[config.mk]
export PLATFORM = sky130hd
export DESIGN_NAME = pirq_router
export DESIGN_NICKNAME = d
export VERILOG_FILES = /design/src/rtl/pirq_route_pkg.sv /design/src/rtl/pirq_route_regs.sv /design/src/rtl/pirq_level_map.sv /design/src/rtl/pirq_pic_merge.sv /design/src/rtl/pirq_router.sv
export SDC_FILE = /design/constraint.sdc
export NUM_CORES = 1
export LEC_CHECK = 0
export ABC_AREA = 1
export BUFFER_PORTS_ARGS = -buffer_cell sky130_fd_sc_hd__buf_4
export CORE_MARGIN = 2
export CORE_UTILIZATION = 50
export DETAILED_ROUTE_END_ITERATION = 8
export GPL_TIMING_DRIVEN = 1
export HOLD_SLACK_MARGIN = 0.05
export PLACE_DENSITY = 0.73
export SYNTH_ARGS = -nofsm -noshare
export SYNTH_HDL_FRONTEND = slang
export SYNTH_SLANG_ARGS = --single-unit
[constraint.sdc]
create_clock -name clk -period 1.4 [get_ports clk]
set_input_delay 0.14 -clock clk [delete_from_list [all_inputs] [get_ports clk]]
set_output_delay 0.14 -clock clk [all_outputs]
set_load 0.05 [all_outputs]
[src/rtl/pirq_route_pkg.sv]
package pirq_route_pkg;
    localparam int PR_NUM_SRC = 4;
    localparam int PR_NUM_DST = 16;
    localparam int PR_ADDR_W  = 8;
    localparam int PR_DATA_W  = 8;
    localparam int PR_BASE    = 'h60;
    localparam int PR_RST_VAL = 'h80;

    // Bit position of (destination, source) in the level bitmap
    function automatic int map_index(input int dst, input int src, input int nsrc);
        return dst * nsrc + src;
    endfunction
endpackage

[src/rtl/pirq_route_regs.sv]
module pirq_route_regs #(
    parameter int NUM_SRC = 4,
    parameter int ADDR_W  = 8,
    parameter int DATA_W  = 8,
    parameter int BASE    = 'h60,
    parameter int RST_VAL = 'h80
) (
    input  logic                             clk,
    input  logic                             rst,
    input  logic                             cfg_wr,
    input  logic [ADDR_W-1:0]                cfg_addr,
    input  logic [DATA_W-1:0]                cfg_wdata,
    output logic [NUM_SRC-1:0][DATA_W-1:0]   route_q,
    output logic [NUM_SRC-1:0][DATA_W-1:0]   route_d,
    output logic [NUM_SRC-1:0]               wr_hit,
    output logic [DATA_W-1:0]                cfg_rdata
);
    for (genvar s = 0; s < NUM_SRC; s++) begin : g_reg
        assign wr_hit[s]  = cfg_wr && (cfg_addr == ADDR_W'(BASE + s));
        assign route_d[s] = wr_hit[s] ? cfg_wdata : route_q[s];

        always_ff @(posedge clk) begin
            if (rst) route_q[s] <= DATA_W'(RST_VAL);
            else     route_q[s] <= route_d[s];
        end
    end

    always_comb begin
        cfg_rdata = '0;
        for (int s = 0; s < NUM_SRC; s++) begin
            if (cfg_addr == ADDR_W'(BASE + s)) cfg_rdata = route_q[s];
        end
    end
endmodule

[src/rtl/pirq_level_map.sv]
module pirq_level_map
    import pirq_route_pkg::*;
#(
    parameter int NUM_SRC = 4,
    parameter int NUM_DST = 16,
    parameter int DATA_W  = 8,
    localparam int MAP_W  = NUM_SRC * NUM_DST
) (
    input  logic                           clk,
    input  logic                           rst,
    input  logic [NUM_SRC-1:0][DATA_W-1:0] route_d,
    input  logic [NUM_SRC-1:0]             src_level,
    output logic [MAP_W-1:0]               map_q
);
    logic [MAP_W-1:0] map_d;

    // Full rebuild each cycle from next-state routing: an out-of-range
    // steering value matches no destination and so records nothing.
    for (genvar d = 0; d < NUM_DST; d++) begin : g_dst
        for (genvar s = 0; s < NUM_SRC; s++) begin : g_src
            assign map_d[map_index(d, s, NUM_SRC)] =
                src_level[s] && (route_d[s] == DATA_W'(d));
        end
    end

    always_ff @(posedge clk) begin
        if (rst) map_q <= '0;
        else     map_q <= map_d;
    end
endmodule

[src/rtl/pirq_pic_merge.sv]
module pirq_pic_merge #(
    parameter int NUM_SRC = 4,
    parameter int NUM_DST = 16,
    localparam int MAP_W  = NUM_SRC * NUM_DST
) (
    input  logic [MAP_W-1:0]   map_q,
    output logic [NUM_DST-1:0] pic_level
);
    // OR across the whole group of NUM_SRC bits of each destination
    for (genvar d = 0; d < NUM_DST; d++) begin : g_or
        assign pic_level[d] = |map_q[d*NUM_SRC +: NUM_SRC];
    end
endmodule

[src/rtl/pirq_router.sv]
module pirq_router
    import pirq_route_pkg::*;
#(
    parameter int NUM_SRC = PR_NUM_SRC,
    parameter int NUM_DST = PR_NUM_DST,
    parameter int ADDR_W  = PR_ADDR_W,
    parameter int DATA_W  = PR_DATA_W,
    parameter int BASE    = PR_BASE,
    parameter int RST_VAL = PR_RST_VAL,
    localparam int MAP_W  = NUM_SRC * NUM_DST
) (
    input  logic                clk,
    input  logic                rst,
    input  logic                cfg_wr,
    input  logic [ADDR_W-1:0]   cfg_addr,
    input  logic [DATA_W-1:0]   cfg_wdata,
    output logic [DATA_W-1:0]   cfg_rdata,
    input  logic [NUM_SRC-1:0]  src_level,
    output logic [NUM_DST-1:0]  pic_level
);
    logic [NUM_SRC-1:0][DATA_W-1:0] route_q;
    logic [NUM_SRC-1:0][DATA_W-1:0] route_d;
    logic [NUM_SRC-1:0]             wr_hit;
    logic [MAP_W-1:0]               map_q;

    pirq_route_regs #(
        .NUM_SRC(NUM_SRC), .ADDR_W(ADDR_W), .DATA_W(DATA_W),
        .BASE(BASE), .RST_VAL(RST_VAL)
    ) u_regs (
        .clk(clk), .rst(rst), .cfg_wr(cfg_wr), .cfg_addr(cfg_addr),
        .cfg_wdata(cfg_wdata), .route_q(route_q), .route_d(route_d),
        .wr_hit(wr_hit), .cfg_rdata(cfg_rdata)
    );

    pirq_level_map #(
        .NUM_SRC(NUM_SRC), .NUM_DST(NUM_DST), .DATA_W(DATA_W)
    ) u_map (
        .clk(clk), .rst(rst), .route_d(route_d),
        .src_level(src_level), .map_q(map_q)
    );

    pirq_pic_merge #(
        .NUM_SRC(NUM_SRC), .NUM_DST(NUM_DST)
    ) u_merge (
        .map_q(map_q), .pic_level(pic_level)
    );
endmodule

==> results list <==
- The initial antenna violation count was 0.
- Leading cell types by total area after synthesis: dfxtp_1 (47%), nor2_1 (10%), nand2_1 (9.1%)
* Max clock buf depth: 2
- Once detailed placement completed, the half-perimeter wirelength came to 8420 um.
* DR WL/cell: 15.5 um
- CTS placed an instance of clkbuf_8 at the clock tree root.
- The share of synthesized area in the top cell type comes to 46.6%.
- For this run, the top clock speed supported by timing is 0.655 GHz.
* CTS clk-pin slew, worst paths: 100 ps
- Standard-cell rows: 33
- The count of pins over their slew limit came to 0.
- Insertion delay to the later sink of the worst-skew pair: 360 ps
- Wire length of the first global-routing pass: 17400 um
- In this run, synthesis inferred 0 flip-flops with an integrated enable.
* Via count: 3779
- Post-Syn Nets: 546
* Async set or reset register ratio after synthesis: 0%
* Min cycle time layout: 1530 ps
* Share of cells above drive strength 1: 42.9%
* Kind of capture point of the worst setup path: primary output
- In this run the critical register-to-register path is launched from u_regs.route_q[13]$_SDFF_PP0_.
* Count of final hold-check violations: 0
- In this run the worst setup path begins at u_map.map_q[21]$_SDFF_PP0_.
- In the synthesized netlist, the cells that appear most often are nor2_1 (115), nand2_1 (100), dfxtp_1 (96).
* Worst slew pin tran: 314 ps
- The floorplan step set the die width to 94.8 um.
- Across the VDD grid, the largest voltage drop is 0.411 mV.
- In this run the worst path has a maximum fanout of 1.
* Smallest setup slack after layout: -126 ps
- For this configuration, the core starts out at a cell density of 50.9%.
* Core Region: 8090 um^2
- Run status: finished, violations left
* Number of clock sinks seen by CTS: 96
- Critical setup path kind: flop to primary output
- Area overhead of the layout relative to synthesis: 36.5%
- For this run the aggregate overflow at the end of global routing stands at 0.
- The number of global-route vias before repair is 3629.
- Syn_area_per_cell: 7.88 um^2
- Unrepaired setup endpoints after global routing: yes
- Sequential cell area fraction in the yosys report: 46.6%
- The Yosys step of the flow raised 0 warnings.
- Classification of the worst-slack hold path: input port to flop
* Worst-case headroom to the max-slew limit: 78.8%
- The die is 94.8 um tall.
- Global routing usage summed across all routing layers: 26.0%
- Total power: 4.78 mW
- In this run the number of H-tree levels came out at 3.
- Initial drt markers: 136
* Portion of the clock cycle consumed by the worst path in the final layout: 109%
* Final wirelength: 11500 um
- Post-route DRC: 0
- The count of buffers added on input and output ports is 46.
* Fill cell total of the finished layout: 688
- Max-cap violations in this run came to 0.
- Clock tree from TritonCTS: built
- CP arrival: 1390 ps
- Synth Instances: 523
- Number of distinct library cells after synthesis: 26
- Routability-driven placement finished with a final weighted congestion of 0.960.
* Register bit total from synthesis: 96
- For this design the top-level I/O count stands at 47.
- Prevailing post-synth register cell: dfxtp_1
* Die area: 8990 um^2
- The worst setup path is launched from a flop.
* DRT Pass-1 Iters: 4
* Post-layout net count: 656
- Dominant cell type by area after synthesis: dfxtp_1
* Summed instance area of the synthesized netlist: 4120 um^2
- The startpoint identified for the worst hold timing path is cfg_wdata[2].
- Dividing the detail-routed via count by the number of cells gives 5.09.
- The checks that failed: negative setup slack.
* Ratio of total power to cell area: 849 nW/um^2
- Summed over all cells, the static leakage comes to 2.65 nW.
- Clock Skew: 14.4 ps
- In the post-synthesis netlist, the cell with the most instances is nor2_1.
* Req. time, crit path: 1260 ps
- TritonCTS Buffers: 9
- The number of antenna diodes in the final layout is 0.
- The count of nets left with antenna violations once routing finished came out at 0.
- Summed over all failing endpoints, the final setup total negative slack is -1910 ps.
- Final setup violation count: 20
- Maximum number of pins on one net before global-route repair: 25
per-stage QoR:
| step | hold WS [ps] | instance area, um^2 | instances | setup WS (ps) | utilization, % |
|---|---|---|---|---|---|
| floorplan | 291 | 4130 | 523 | -184 | - |
| global placement | 373 | 4880 | 710 | -182 | 60.3 |
| detailed placement | 384 | 4880 | 710 | -240 | 60.3 |
| CTS | 93.2 | 5360 | 734 | -134 | 66.2 |
| global route | 90.4 | 5620 | 743 | -173 | 69.5 |
| finish | 103 | 5620 | 743 | -126 | 69.5 |
path summary, 6_finish.rpt:
path	endpoint	slack, ps	cells after the start
worst max-delay path	pic_level[5]	-130	2
worst min-delay path	u_regs.route_q[2]$_SDFF_PP0_	100	3
worst max register to register	u_map.map_q[5]$_SDFF_PP0_	160	7
worst min register to register	u_regs.route_q[19]$_SDFF_PP0_	530	2
timing repair:
item | CTS | global route
hold buffers | 1 | 0
hold endpoints to repair | 4 | 0
gates resized for setup | 58 | 56
setup endpoints to repair | 24 | 45
buffers inserted | 7 | 10
pin swaps | 16 | 23
worst max-delay path, stage by stage, from the launching register on:
cell and delay [ps]:
dfxtp_1 320, or4_4 550, buf_6 170
layer usage:
metal,track usage (%),routed length [um],vias to the layer above
met4,13.6,510,0
li1,-,-,1849
met3,4.39,493,34
met2,45.6,5870,135
met5,0,0,-
met1,30.1,4610,1761
power by group:
group          switching [mW]  total, mW  internal, mW
logic                   0.159      0.260         0.101
registers             0.00107       2.73          2.73
clock network            1.08       1.78         0.702
kinds of logic (layout without fill, tap and decap cells):
logic type             count (synthesis)  after routing  synth area share [%]
AND/OR/NAND/NOR                      331            331                  41.2
flip-flops                            96             96                  46.6
buffers and inverters                 67            182                  7.80
AO/OA/AOI/OAI                         29             29                  4.34
cell type report:
cell class	count	area (um^2)	share of cell area, %
multi-input cells	360	2140	38.1
flip-flops and latches	96	1930	34.3
repair buffers	110	1000	17.9
inverters	56	216	3.85
well taps	105	131	2.34
clock buffers	9	124	2.20
clock inverters	7	73.8	1.31
flip-flops by register name, indices dropped and copies added, names as in the netlist:
register        flops
u_regs.route_q     32
u_map.map_q        64
placed cells by master (no fill, tap or decap), drive strengths merged:
cell type	netlist	final
nand2	148	148
nor2	131	131
buf	8	109
dfxtp	96	96
inv	56	58
nand3	34	34
or4	16	16
o21ai	16	16
clkbuf	3	9
a21oi	6	6
o2111ai	4	4
clkinv	0	4
o22ai	3	3
nand3b	2	2
clkinvlp	0	1
dlygate4sd3	0	1
No activity file was read; power rests on OpenSTA's default activity.
